**src/rtl/fxsub_unit.sv**
```systemverilog
module fxsub_unit #(
  parameter int W  = 32,
  parameter int HW = 16,
  parameter int RW = 4,
  parameter int VW = 8,
  parameter logic [VW-1:0] OVF_VEC = 8'h43,
  parameter logic [VW-1:0] ODD_VEC = 8'h4D
) (
  input  logic            clk,
  input  logic            rst,
  input  logic            in_valid,
  input  logic [1:0]      op,
  input  logic [RW-1:0]   reg_idx,
  input  logic [W-1:0]    reg_hi,
  input  logic [W-1:0]    reg_lo,
  input  logic [2*W-1:0]  operand,
  input  logic            trap_mask,
  output logic            out_valid,
  output logic [W-1:0]    res_hi,
  output logic [W-1:0]    res_lo,
  output logic            wr_hi,
  output logic            wr_lo,
  output logic [3:0]      cc,
  output logic            trap_req,
  output logic [VW-1:0]   trap_vec
);

  localparam int DW = 2 * W;
  localparam logic [1:0] OP_HALF = 2'b00;
  localparam logic [1:0] OP_WORD = 2'b01;
  localparam logic [1:0] OP_DBL  = 2'b10;

  wire is_half  = (op == OP_HALF);
  wire is_word  = (op == OP_WORD);
  wire is_dbl   = (op == OP_DBL);
  wire odd_pair = is_dbl & reg_idx[0];
  wire is_arith = is_half | is_word | is_dbl;

  // single-register forms sit in the upper half; the all-ones low half plus
  // carry-in of one passes a clean carry into the upper half
  wire [W-1:0]  sub_w = is_half ? {{(W-HW){operand[HW-1]}}, operand[HW-1:0]}
                                : operand[W-1:0];
  wire [DW-1:0] a_v   = is_dbl ? {reg_hi, reg_lo} : {reg_hi, {W{1'b0}}};
  wire [DW-1:0] b_n   = is_dbl ? ~operand : {~sub_w, {W{1'b1}}};
  wire [DW:0]   sum   = {1'b0, a_v} + {1'b0, b_n} + (DW+1)'(1);

  wire carry = sum[DW];
  wire ovf   = (a_v[DW-1] == b_n[DW-1]) && (sum[DW-1] != a_v[DW-1]);
  wire neg   = sum[DW-1];
  wire zero  = (sum[DW-1:0] == '0);
  wire [1:0] cls = neg ? 2'b10 : (zero ? 2'b00 : 2'b01);

  always_ff @(posedge clk) begin
    if (rst) begin
      out_valid <= 1'b0;
      res_hi    <= '0;
      res_lo    <= '0;
      wr_hi     <= 1'b0;
      wr_lo     <= 1'b0;
      cc        <= '0;
      trap_req  <= 1'b0;
      trap_vec  <= '0;
    end else begin
      out_valid <= in_valid;
      wr_hi     <= 1'b0;
      wr_lo     <= 1'b0;
      trap_req  <= 1'b0;
      trap_vec  <= '0;
      if (in_valid) begin
        if (odd_pair) begin
          trap_req <= 1'b1;
          trap_vec <= ODD_VEC;
        end else if (is_arith) begin
          res_hi <= sum[DW-1 -: W];
          res_lo <= is_dbl ? sum[W-1:0] : '0;
          wr_hi  <= 1'b1;
          wr_lo  <= is_dbl;
          cc     <= {carry, ovf, cls};
          if (ovf && trap_mask) begin
            trap_req <= 1'b1;
            trap_vec <= OVF_VEC;
          end
        end
      end
    end
  end

  // class field never reads 11
  a_r6_cls_legal: assert property (@(posedge clk) disable iff (rst)
    cc[1:0] != 2'b11);

  // R+1 is only written together with R
  a_r3_pair_write: assert property (@(posedge clk) disable iff (rst)
    wr_lo |-> wr_hi);

  // overflow trap only with overflow flagged and the write issued
  a_r7_trap_with_write: assert property (@(posedge clk) disable iff (rst)
    (trap_req && trap_vec == OVF_VEC) |-> (cc[2] && wr_hi && out_valid));

  // odd pair traps and leaves state alone
  a_r8_odd_pair: assert property (@(posedge clk) disable iff (rst)
    (in_valid && op == OP_DBL && reg_idx[0]) |=>
      (trap_req && trap_vec == ODD_VEC && !wr_hi && !wr_lo && $stable(cc)
       && $stable(res_hi) && $stable(res_lo)));

  // idle cycle changes nothing
  a_r9_idle_quiet: assert property (@(posedge clk) disable iff (rst)
    !in_valid |=> (!out_valid && !wr_hi && !wr_lo && !trap_req
                   && $stable(cc) && $stable(res_hi)));

  // reserved opcode writes nothing
  a_r11_reserved: assert property (@(posedge clk) disable iff (rst)
    (in_valid && op == 2'b11) |=> (out_valid && !wr_hi && !wr_lo && !trap_req
                                   && $stable(cc)));

endmodule

```
**config.mk**
```make
export PLATFORM = sky130hd
export DESIGN_NAME = fxsub_unit
export DESIGN_NICKNAME = d
export VERILOG_FILES = /design/src/rtl/fxsub_unit.sv
export SDC_FILE = /design/constraint.sdc
export NUM_CORES = 1
export LEC_CHECK = 0
export BUFFER_PORTS_ARGS = -buffer_cell sky130_fd_sc_hd__buf_4
export CORE_MARGIN = 1.5
export CORE_UTILIZATION = 48
export CTS_CLUSTER_DIAMETER = 120
export DETAILED_ROUTE_END_ITERATION = 7
export GPL_TIMING_DRIVEN = 0
export PLACE_DENSITY = 0.75
export SYNTH_ARGS = -nofsm -noshare
export SYNTH_HDL_FRONTEND = slang
export SYNTH_SLANG_ARGS = --single-unit
```
**constraint.sdc**
```tcl
create_clock -name clk -period 4.9 [get_ports clk]
set_clock_uncertainty 0.15 [all_clocks]
set_input_delay 0.245 -clock clk [delete_from_list [all_inputs] [get_ports clk]]
set_output_delay 0.245 -clock clk [all_outputs]
set_load 0.01 [all_outputs]
```
-- Word level (Yosys, flattened, before mapping)
Cells that the tools add are included.
- flip-flop bits (word level): 80
- input bits: 138
- output and inout bits: 80
- word-level logic and storage cells: 44
- $add $sub $neg: 2
- equal/unequal tests: 4
- muxes and demuxes: 13
- bitwise logic cells: 8
- reductions and logical operators: 8
- operator list (operator ; number):
    32-bit 2-to-1 mux ; 3
    64-bit by 64-bit adder with 65-bit output ; 1
    65-bit by 1-bit adder with 65-bit output (second input constant) ; 1
    64-bit logical NOT ; 1
    64-bit 2-to-1 mux ; 1
    64-bit NOT ; 1
    32-bit NOT ; 1
    7-bit 2-to-1 mux ; 3
    1-bit 2-to-1 mux ; 5
    4-bit OR reduction ; 1
    1-bit NOT ; 3
    3-bit AND reduction ; 1
    3-bit OR reduction ; 1
    2-bit by 1-bit == test with 1-bit output (second input constant) ; 1
    2-bit == test (second input constant) ; 1
    1-bit logical AND ; 2
    2-bit logical NOT ; 1
    2-bit 2-to-1 mux ; 1
    1-bit OR ; 2
    2-bit OR reduction ; 1
    1-bit AND ; 1
    1-bit == test ; 1
    1-bit inequality test ; 1

-- Logic depth before layout (Yosys ltp)
Gate-level depths: netlist of run 1.
- depth after elaboration: 12
- depth in mapped cells: 21
- mapped depth without buffers: 17

-- Worst setup path before layout of run 1
Ideal clock, no wire load.
- path kind: input to register
- start: input op[0]
- end: register cc[0]
- setup time: 0.137 ns
- arrival: 4.564 ns
- slack: 0.049 ns
- stages: 18
- cells stage by stage: clkbuf_1 -> nand2b_1 -> clkbuf_1 -> clkbuf_1 -> mux2i_1 -> ha_1 -> buf_2 -> nand4_1 -> or3_1 -> nor2_1 -> a31oi_4 -> or4b_4 -> o2111ai_4 -> a311o_1 -> xor2_1 -> or4b_1 -> nor4_1 -> a41oi_1
- longest elaborated chain between the ends: 9
- elaborated cells between the ends (all ways): 17
- classes of those cells: add/sub (2); eq/ne (2); mux (5); bitwise (5); reduce/logical (3)
- RTL lines (what ; line ; source):
    start, declared ; 12 ; input logic [1:0] op,
    2-bit logical NOT ; 33 ; wire is_half = (op == OP_HALF);
    32-bit 2-to-1 mux ; 41 ; wire [W-1:0] sub_w = is_half ? {{(W-HW){operand[HW-1]}}, operand[HW-1:0]}
    32-bit NOT ; 44 ; wire [DW-1:0] b_n = is_dbl ? ~operand : {~sub_w, {W{1'b1}}};
    64-bit 2-to-1 mux ; 44 ;
    64-bit by 64-bit adder with 65-bit output ; 45 ; wire [DW:0] sum = {1'b0, a_v} + {1'b0, b_n} + (DW+1)'(1);
    65-bit by 1-bit adder with 65-bit output ; 45 ;
    64-bit logical NOT ; 50 ; wire zero = (sum[DW-1:0] == '0);
    1-bit 2-to-1 mux ; 51 ; wire [1:0] cls = neg ? 2'b10 : (zero ? 2'b00 : 2'b01);
    2-bit 2-to-1 mux ; 51 ;
    end signal, assigned ; 78 ; cc <= {carry, ovf, cls};
    end, declared ; 23 ; output logic [3:0] cc,
Several ways; a longest one is shown, not always the timed one.
A chain may end at the register's enable or synchronous reset.

-- Worst setup path in the final report of run 1
Ends and elaborated chain as after synthesis.

==> results of run 1 <==
cells in the final DEF, fill, tap and decap left out, types with 11 or more instances in the layout:
cell	count
nor3_1	11
nand4_1	22
nand2_1	153
buf_4	222
o21bai_1	13
xnor2_1	38
xor2_1	24
o21ai_0	47
inv_1	18
and2_1	35
clkbuf_1	29
a21o_1	21
nor2_1	81
mux2i_1	15
a21oi_1	142
dfxtp_1	73
ha_1	62
a22o_1	21
nand3_1	15
repair_timing:
action	CTS	global route
hold buffers	1	0
endpoints found under the setup margin	10	5
resized for setup	19	27
buffers inserted	1	4
endpoints found under the hold margin	2	0
pin swaps	1	4
metal layers:
layer	vias to the layer above	global-route usage, %
li1	4013	-
met1	3849	45.6
met2	418	48.8
met3	56	5.22
met4	0	12.9
met5	-	0
power breakdown:
group	internal, mW	switching, mW	leakage [nW]
clock network	0.462	0.272	0.159
logic	0.484	0.726	3.55
registers	0.633	0.0254	0.595
total	1.58	1.02	4.30
state kept, by name, indices dropped and copies added, names as in the netlist:
name / cells
res_lo: 32
res_hi: 31
cc: 4
trap_vec: 3
out_valid: 1
wr_hi: 1
wr_lo: 1
stage by stage:
step                      setup slack, ps  std cells
final                                 121       1402
after global routing                -14.3       1402
after CTS                            2.05       1406
after detailed placement            -1280       1389
after global placement              -1320       1389
after floorplan                      49.0        995
worst max path at each step:
stage	startpoint	endpoint	cells after the start
after global routing	op[0]	cc[0]$_SDFFE_PP0P_	18
after detailed placement	op[0]	trap_vec[0]$_SDFF_PP0_	18
after floorplan	op[0]	cc[0]$_SDFFE_PP0P_	18
after global placement	op[0]	cc[0]$_SDFFE_PP0P_	19
after CTS	op[0]	trap_vec[0]$_SDFF_PP0_	17
final	op[0]	cc[0]$_SDFFE_PP0P_	20
cell families (layout without fill, tap and decap cells):
family	Yosys count	after routing	share of synthesized area, %
simple gates	371	371	24.6
compound gates	321	321	28.7
buf+inv	81	304	4.66
flops	73	73	20.3
fa+ha+maj	68	68	11.9
xor+xnor	62	62	7.55
mux	16	16	2.23
other cells	1	3	0.0521
layout make-up:
type | count | area, µm²
clock inverters | 6 | 90.1
repair buffers | 216 | 1620
well taps | 184 | 230
fillers | 1355 | 5090
clock buffers | 10 | 239
inverters | 19 | 71.3
multi-input cells | 841 | 5520
plain buffers | 53 | 258
flip-flops and latches | 73 | 1460
worst register-to-register path: cells and delay by family, from the launching register on:
| kind | cells | cell delay, ps |
|---|---|---|
| flops | 1 | 370 |
| compound gates | 2 | 720 |
| simple gates | 7 | 1530 |
==> key figures, run 1 <==
Place
  – Cell Area, Placed: 9010 µm²
  – Port buffer count: 210
  – Dpl hpwl: 21.7 mm
  – Routability cong.: 0.961

Critical path
  – Max incr delay on CP: 540 ps
  – Startpoint Class: primary input
  – Reg-to-Reg Start: cc[0]$_SDFFE_PP0P_
  – CP arrival: 4820 ps
  – Flop2flop setup slack: 1990 ps
  – CP Max Fanout: 10
  – Critical Path RT: 4940 ps
  – Largest delay share family, worst path: compound AO/OA/AOI/OAI gates
  – Slowest stage cell, crit path: or4b_4
  – Critical path class: primary input to flip-flop
  – Reg2reg end: cc[0]$_SDFFE_PP0P_
  – WP buf/inv: 4
  – Worst r2r path cells: 9
  – Crit path cell chain: buf_2, nor2b_4, buf_8, buf_6, and2_1, ha_1, inv_1, fa_1, a21o_1, a221oi_4, o21a_4, a31oi_4, a31oi_4, or4b_4, o2111ai_4, a311o_1, xor2_1, or4b_4, nor4_4, a41oi_1
  – Worst Setup End Kind: flip-flop

Layout
  – Post-route core utilization: 65.1%
  – Ant diodes: 0
  – Share of cells above drive strength 1: 23.9%
  – Fin nets: 1419
  – Post-route cell area: 9500 µm²
  – Layout area overhead: 32.0%

Synthesis
  – Commonest cells post-synth: nand2_1, a21oi_1, nor2_1, dfxtp_1, ha_1
  – Async S/R FF share, synth: 0%
  – Yosys top cell by area: dfxtp_1
  – Most numerous cell in the Yosys netlist: nand2_1
  – Seq/Total Area, Yosys: 20.3%
  – Avg Cell Area, Syn: between 7 and 8 µm²
  – Post-synthesis register bit count: between 70 and 80
  – Area share of the largest cell type after synthesis: 20.3%
  – Ys flop type: dfxtp_1
  – Ys Warns: 0
  – Post-synth EDFFs: 0
  – Synth Cell Area: slightly above 7000 µm²
  – Largest cells by area after synthesis: dfxtp_1, ha_1, a21oi_1, nand2_1, xnor2_1
  – Syn Inst Count: 993
  – Library cells used by synthesis: 76

Flow run
  – MaxCap Viol Count: 0

Detailed routing
  – Via count: 8336
  – Max Used Layer: met4
  – Avg Vias per Cell: 5.95
  – Metal3 WL: approximately 2.2 mm
  – Drt wl/cell: around 19 µm
  – Met2 WL: 11.2 mm
  – Met1 Routed Length: 11.9 mm
  – DR iter-0 viols: 738
  – Number of routed nets with antenna violations: 0
  – Routed wire length: 26.3 mm
  – Drt drc: 0
  – DRT Pass-1 Iters: 5

Timing
  – Post-layout minimum cycle time: around 4800 ps
  – Final setup fails: 0
  – Fin. Hold Viols: 0
  – Worst rel slew slack: 61.5%
  – Total negative slack: 0 ps
  – Max Fclk: 209 MHz
  – Worst Max-Slew Pin Slew: 563 ps
  – Fin crit share: 97.5%
  – Slew Limit Fails: 0
  – Hold_ws: 52.3 ps

Floorplan
  – Die ar.: 15700 µm²
  – Io pins: 218
  – Die span in y: 125 µm
  – Die Wd: 125 µm
  – Starting density of the core: 49.3%
  – Core ar.: 14600 µm²
  – # rows: 44

Clock tree
  – CTS Buf Count: 9
  – Clock buffer depth: 2
  – Worst-path clk slew: 60 ps
  – TritonCTS clock tree: done
  – Root buf cell: clkbuf_16
  – Htree depth: 3
  – CTS sink count: 73
  – Latest clock arrival within the worst-skew pair: 340 ps

Min path
  – Worst hold path stage count: 2
  – Hold path start: reg_idx[0]
  – Hold WC Path Type: primary input to flip-flop
  – Hold Path End: trap_vec[3]$_SDFF_PP0_

Status
  – Status: finished clean

Pwr
  – Total chip power: roughly 2.6 mW
  – Worst vdd ir: 0.181 mV
  – Leakage dissipation: roughly 4.3 nW
  – Power Density: 274 nW/µm²

Global route
  – Vias in the first global route: roughly 7700
  – Pin count of the biggest net entering global routing: 14
  – Total track usage: 32.2%
  – Global-route wire length before repair: 40.4 mm
  – Gr ovfl total: 0
  – Initial antenna violation count: 0
No activity file was read; power rests on OpenSTA's default activity.
==> inputs of run 2 (changes only) <==
- CORE_ASPECT_RATIO: unset -> 0.7
- CTS_CLUSTER_DIAMETER: 120 -> 200
==> run 2 against run 1 <==
Against the previous run:
- register-to-register slack better by 220 ps
- largest power group unchanged
- total power up 3.3%
- first-iteration DRC count up 9.3%
- count of clock-buffer cells in the layout did not move
- die area hardly changed
- largest cell class unchanged
- sequential power is essentially flat
- routed wire length grew 7.9%
- non-clock buffer count fell by 3
==> key figures, run 2 (synthesized netlist as in run 1, its figures left out) <==
Status
  – Status: finished clean

Pwr
  – Logic pwr share: 47.0% (+0.5 points)
  – Flop pwr share: 24.5% (-0.8 points)
  – Total chip power: 2.69 mW (+3.3%)
  – Power Density: 281 nW/µm² (+2.7%)
  – Clk pwr share: 28.5% (+0.3 points)
  – NetSw: 1.07 mW (+4.4%)
  – Switching share of total power: 39.7% (+0.39 points)
  – Worst vdd ir: 0.160 mV (-12%)
  – Leakage dissipation: 4.32 nW (+0.50%)
  – Internal power: 1.62 mW (+2.7%)

Place
  – Cell Area, Placed: 9020 µm² (+0.15%)
  – Dpl hpwl: 23.5 mm (+8.1%)
  – Routability cong.: 0.956 (-0.59%)
  – Port buffer count: 210 (unchanged)
  – Post-Place Setup Slack: -1460 ps (-175 ps)
  – Inst Count DP: 1400 (+0.79%)

Floorplan
  – # rows: 37 (-16%)
  – Die span in y: 105 µm (-16%)
  – Io pins: 218 (unchanged)
  – Starting density of the core: 49.0% (-0.29 points)
  – Die Wd: 149 µm (+19%)
  – Core ar.: 14700 µm² (+0.59%)
  – Die ar.: 15700 µm² (about the same)

Critical path
  – Startpoint Class: primary input
  – Critical path class: primary input to flip-flop
  – CP Max Fanout: 10 (unchanged)
  – Largest delay share family, worst path: compound AO/OA/AOI/OAI gates
  – Worst Setup End Kind: flip-flop
  – Critical Path RT: 4940 ps (about the same)
  – WP buf/inv: 4 (unchanged)
  – Slowest stage cell, crit path: or4b_4
  – CP arrival: 4770 ps (-50 ps)
  – Max incr delay on CP: 540 ps (about the same)
  – Crit path cell chain: clkbuf_4, nor2b_4, buf_12, buf_6, and2_1, ha_1, inv_1, fa_1, a21o_1, a221oi_4, o21a_4, a31oi_4, a31oi_4, or4b_4, o2111ai_4, a311o_1, xor2_1, or4b_4, nor4_4, a41oi_1

Clock tree
  – Htree depth: 3 (unchanged)
  – Clock buffer depth: 2 (unchanged)
  – Worst-path clk slew: 60 ps (about the same)
  – CTS sink count: 73 (unchanged)
  – Root buf cell: clkbuf_16
  – Latest clock arrival within the worst-skew pair: 330 ps (about the same)
  – CTS Buf Count: 9 (unchanged)
  – TritonCTS clock tree: done

Global route
  – Met3 usage: 11.0% (+5.7 points)
  – Total track usage: 35.7% (+3.5 points)
  – Pin count of the biggest net entering global routing: 14 (unchanged)
  – Grt met1 use: 53.5% (+7.9 points)
  – Gr ovfl total: 0 (unchanged)
  – Initial antenna violation count: 1 (+1)
  – Vias in the first global route: 7740 (+1.0%)
  – Grt peak-use layer: met1
  – Met2 GRT Util: 48.3% (-0.53 points)
  – Global-route wire length before repair: 43.0 mm (+6.5%)

Timing
  – Slew Limit Fails: 0 (unchanged)
  – Max Fclk: 211 MHz (+0.98%)
  – Fin. Hold Viols: 0 (unchanged)
  – Hold_ws: 37.8 ps (-14.5 ps)
  – Final setup fails: 0 (unchanged)
  – Fin crit share: 96.6% (-0.94 points)
  – Unrepaired setup endpoints after global routing: no
  – Worst rel slew slack: 54.0% (-7.5 points)
  – Post-layout minimum cycle time: 4730 ps (-46.2 ps)
  – Fin worst setup slack: 167 ps (+46.2 ps)
  – Worst Max-Slew Pin Slew: 686 ps (+123 ps)

Layout
  – Max reg flops: 32 (unchanged)
  – Post-route cell area: 9560 µm² (+0.66%)
  – Share of cells above drive strength 1: 24.3% (+0.39 points)
  – Most common cell after layout, fill and taps aside: buf_4
  – Ant diodes: 0 (unchanged)
  – Biggest regs: res_lo: 32 flops, res_hi: 31 flops, cc: 4 flops
  – Fin nets: 1416 (-0.21%)
  – Top reg by flops: res_lo
  – Non-Filler Instances: 1410 (+0.57%)
  – Layout area overhead: 32.8%
  – Most frequent cells in the layout: buf_4, nand2_1, a21oi_1, nor2_1, dfxtp_1

Detailed routing
  – DR iter-0 viols: 807 (+9.3%)
  – Drt drc: 0 (unchanged)
  – Avg Vias per Cell: 5.98 (+0.58%)
  – Drt wl/cell: 20.1 µm (+7.3%)
  – Routed wire length: 28.4 mm (+7.9%)
  – Number of routed nets with antenna violations: 0 (unchanged)
  – Via count: 8432 (+1.2%)
  – DRT Pass-1 Iters: 6 (+1)

Flow run
  – MaxCap Viol Count: 0 (unchanged)

Min path
  – Hold WC Path Type: primary input to flip-flop
run 2: repair_timing:
item                       in CTS  in global routing
pin swaps                       2                  6
gates resized for setup        23                 36
hold endpoints to repair        2                  0
setup endpoints to repair      18                  6
hold buffers                    1                  0
setup buffers                   2                  0
run 2: final cells by class:
type                       instances  area (µm²)
multi-input combinational        841        5570
clock buffer                      10         229
fill                            1356        5120
clock inverter                     6         115
inverter                          19        71.3
sequential                        73        1460
tap                              195         244
timing repair buffer             213        1600
buffer                            53         269
run 2: worst reg2reg max path: cells and delay by family, from the launching register on:
family,cells,cell delay (ps)
compound gates,2,520
flops,1,380
simple gates,7,1490
run 2: final timing paths:
| path | cells after the start | to | start | slack [ps] |
|---|---|---|---|---|
| setup / recovery | 20 | cc[0]$_SDFFE_PP0P_ | op[0] | 170 |
| hold / removal | 2 | trap_vec[3]$_SDFF_PP0_ | reg_idx[0] | 40 |
| setup reg to reg | 9 | cc[0]$_SDFFE_PP0P_ | cc[0]$_SDFFE_PP0P_ | 2210 |
| hold reg to reg | 2 | res_lo[26]$_SDFFE_PP0P_ | res_lo[26]$_SDFFE_PP0P_ | 310 |
run 2: power by group through the flow:
stage | clock [mW] | sequential [mW] | combinational [mW]
floorplan | 0 | 0.684 | 0.714
global placement | 0 | 0.670 | 1.16
detailed placement | 0 | 0.670 | 1.16
global route | 0.796 | 0.662 | 1.36
CTS | 0.769 | 0.658 | 1.19
finish | 0.768 | 0.659 | 1.26
run 2: metrics by stage:
stage	TNS, ps	utilization, %
floorplan	0	-
global placement	-13250	61.5
detailed placement	-14820	61.5
CTS	0	64.4
global route	0	65.1
finish	0	65.1
run 2: metal layers:
layer	routed length [µm]	vias up
met5	0	-
met4	630	0
met3	3570	46
met2	10900	496
met1	13300	3876
li1	-	4014
==> inputs of run 3 (changes only) <==
- TNS_END_PERCENT: unset -> 20
- clock period: 4.9 -> 4.2 ns (I/O delays scaled with it)
==> run 3 against run 2 <==
Against the previous run:
- the run now ends with setup timing left
- sequential share of layout area down 0.71 points
- hold slack got worse by 10 ps
- sequential power increased by 17%
- largest cell class unchanged
- largest power group unchanged
==> key figures, run 3 (synthesized netlist as in run 1, its figures left out) <==
Layout
  – Layout area overhead: 39.3%
  – Share of cells above drive strength 1: 27.9% (+3.7 points)
  – Most common cell after layout, fill and taps aside: buf_4
  – Top reg by flops: res_lo
  – Max reg flops: 32 (unchanged)
  – Fin nets: 1436 (+1.4%)
  – Fillers: 1247 (-8.0%)
  – Post-route core utilization: 68.3% (+3.2 points)
  – Most frequent cells in the layout: buf_4, nand2_1, a21oi_1, nor2_1, dfxtp_1
  – Biggest regs: res_lo: 32 flops, res_hi: 31 flops, cc: 4 flops
  – Ant diodes: 0 (unchanged)
  – Non-Filler Instances: 1430 (+1.4%)

Detailed routing
  – Drt drc: 0 (unchanged)
  – Number of routed nets with antenna violations: 0 (unchanged)
  – DRT Pass-1 Iters: 5 (-1)
  – Avg Vias per Cell: 5.97 (-0.15%)
  – Routed wire length: 28.7 mm (+1.1%)
  – Drt wl/cell: 20.0 µm (-0.33%)
  – Via count: 8539 (+1.3%)
  – DR iter-0 viols: 894 (+11%)

Timing
  – Fin crit share: 106%
  – Fin. Hold Viols: 0 (unchanged)
  – Fin worst setup slack: -235 ps (-402 ps)
  – Unrepaired setup endpoints after global routing: yes
  – Worst rel slew slack: 58.6% (+4.6 points)
  – Final setup fails: 1 (+1)
  – Worst Max-Slew Pin Slew: 617 ps (-69.0 ps)
  – Post-layout minimum cycle time: roughly 4400 ps
  – Slew Limit Fails: 0 (unchanged)
  – Max Fclk: roughly 230 MHz

Status
  – Status: finished, violations left
  – Violated checks: setup timing

Critical path
  – Slowest stage cell, crit path: or4b_4
  – Worst Setup End Kind: flip-flop
  – Max incr delay on CP: 560 ps (+20 ps)
  – Critical Path RT: 4240 ps (-700 ps)
  – Crit path cell chain: buf_8, nor2b_4, clkbuf_16, buf_12, clkbuf_4, and2_1, ha_4, and3_4, a221oi_4, buf_6, o21a_4, a31oi_4, a31oi_4, or4b_4, o2111ai_4, buf_6, xnor2_2, nand3_1, or4b_4, nor4_4, a41oi_1
  – CP Max Fanout: 6 (-4)
  – Critical path class: primary input to flip-flop
  – WP buf/inv: 6 (+2)
  – CP arrival: 4480 ps (-290 ps)
  – Largest delay share family, worst path: simple AND/OR/NAND/NOR gates
  – Startpoint Class: primary input

Pwr
  – Internal power: 1.97 mW (+22%)
  – Clk pwr share: 27.7% (-0.8 points)
  – NetSw: 1.26 mW (+18%)
  – Switching share of total power: 39.0% (-0.68 points)
  – Logic pwr share: 48.5% (+1.5 points)
  – Power Density: 322 nW/µm² (+15%)
  – Flop pwr share: 23.8% (-0.7 points)
  – Leakage dissipation: 4.49 nW (+4.0%)
  – Worst vdd ir: 0.176 mV (+9.9%)

Clock tree
  – Clock buffer depth: 2 (unchanged)
  – Htree depth: 3 (unchanged)
  – TritonCTS clock tree: done
  – CTS sink count: 73 (unchanged)
  – CTS Buf Count: 9 (unchanged)
  – Worst-path clk slew: 60 ps (about the same)
  – Latest clock arrival within the worst-skew pair: 330 ps (about the same)
  – Root buf cell: clkbuf_16

Place
  – Routability cong.: 0.989 (+3.4%)
  – Port buffer count: 210 (unchanged)
  – Inst Count DP: 1400 (unchanged)
  – Dpl hpwl: 23.4 mm (-0.33%)
  – Post-Place Setup Slack: -1110 ps (+351 ps)

Flow run
  – MaxCap Viol Count: 0 (unchanged)

Global route
  – Gr ovfl total: 0 (unchanged)
  – Vias in the first global route: 7768 (+0.36%)
  – Pin count of the biggest net entering global routing: 14 (unchanged)
  – Global-route wire length before repair: 42.6 mm (-0.86%)
  – Initial antenna violation count: 3 (+2)
  – Total track usage: 35.2% (-0.48 points)

Floorplan
  – Starting density of the core: 49.0% (unchanged)
  – # rows: 37 (unchanged)
  – Die ar.: 15700 µm² (unchanged)
  – Core ar.: 14700 µm² (unchanged)
  – Die span in y: 105 µm (unchanged)
  – Die Wd: 149 µm (unchanged)
  – Io pins: 218 (unchanged)

Min path
  – Hold WC Path Type: primary input to flip-flop
[run 3: changes by cell type in the layout (fill, tap and decap cells not counted), moves of 3 or more]
| cell | delta |
|---|---|
| buf_4 | +16 |
| a21oi_1 | -7 |
| a21oi_2 | +7 |
| o21ai_2 | +4 |
| a211oi_2 | -3 |
| buf_2 | -3 |
| clkbuf_1 | -3 |
| clkbuf_8 | +3 |
| ha_4 | +3 |
| o31ai_2 | -3 |
| o31ai_4 | +3 |
[run 3: power by group through the flow]
stage | Clock (mW) | Sequential (mW) | Combinational (mW)
global route | 0.923 | 0.774 | 1.67
finish | 0.894 | 0.770 | 1.57
global placement | 0 | 0.782 | 1.36
floorplan | 0 | 0.798 | 0.843
CTS | 0.893 | 0.769 | 1.44
detailed placement | 0 | 0.783 | 1.36
[run 3: repair_timing]
item / CTS / global route
endpoints found under the hold margin: 2 / 0
endpoints found under the setup margin: 8 / 9
gates resized for setup: 43 / 46
setup buffers: 8 / 13
hold buffers: 1 / 0
pin swaps: 8 / 18
[run 3: through the flow]
step / hold slack (ps) / TNS (ps) / cell area (µm²) / power [mW]
finish: 27.5 / -235 / 10000 / 3.23
global route: 31.9 / -408 / 10000 / 3.37
CTS: 27.0 / -218 / 9730 / 3.11
detailed placement: 285 / -7600 / 9100 / 2.15
global placement: 290 / -7500 / 9100 / 2.14
floorplan: 162 / -27.5 / 7280 / 1.64
[run 3: final cells by class]
class	count	area, µm²	share of cell area (%)
multi-input cells	841	5780	57.7
repair buffers	232	1760	17.5
flip-flops and latches	73	1460	14.6
plain buffers	54	352	3.51
well taps	195	244	2.43
clock buffers	10	239	2.38
clock inverters	6	115	1.15
inverters	19	71.3	0.711
[run 3: path summary, 6_finish.rpt]
path                                         startpoint                 endpoint  slack, ps  cells after the start
worst min-delay path                         reg_idx[0]   trap_vec[3]$_SDFF_PP0_         30                      2
worst max-delay path                              op[1]       cc[0]$_SDFFE_PP0P_       -230                     21
worst min register to register  res_hi[12]$_SDFFE_PP0P_  res_hi[12]$_SDFFE_PP0P_        310                      2
worst max register to register       cc[0]$_SDFFE_PP0P_       cc[0]$_SDFFE_PP0P_       1520                      9
[run 3: per-layer routing]
metal	routed length, µm	track usage (%)	part of all wire (%)
met5	0	0	0
met4	677	10.2	2.4
met3	3300	8.10	11
met2	11200	48.3	39
met1	13400	53.5	47
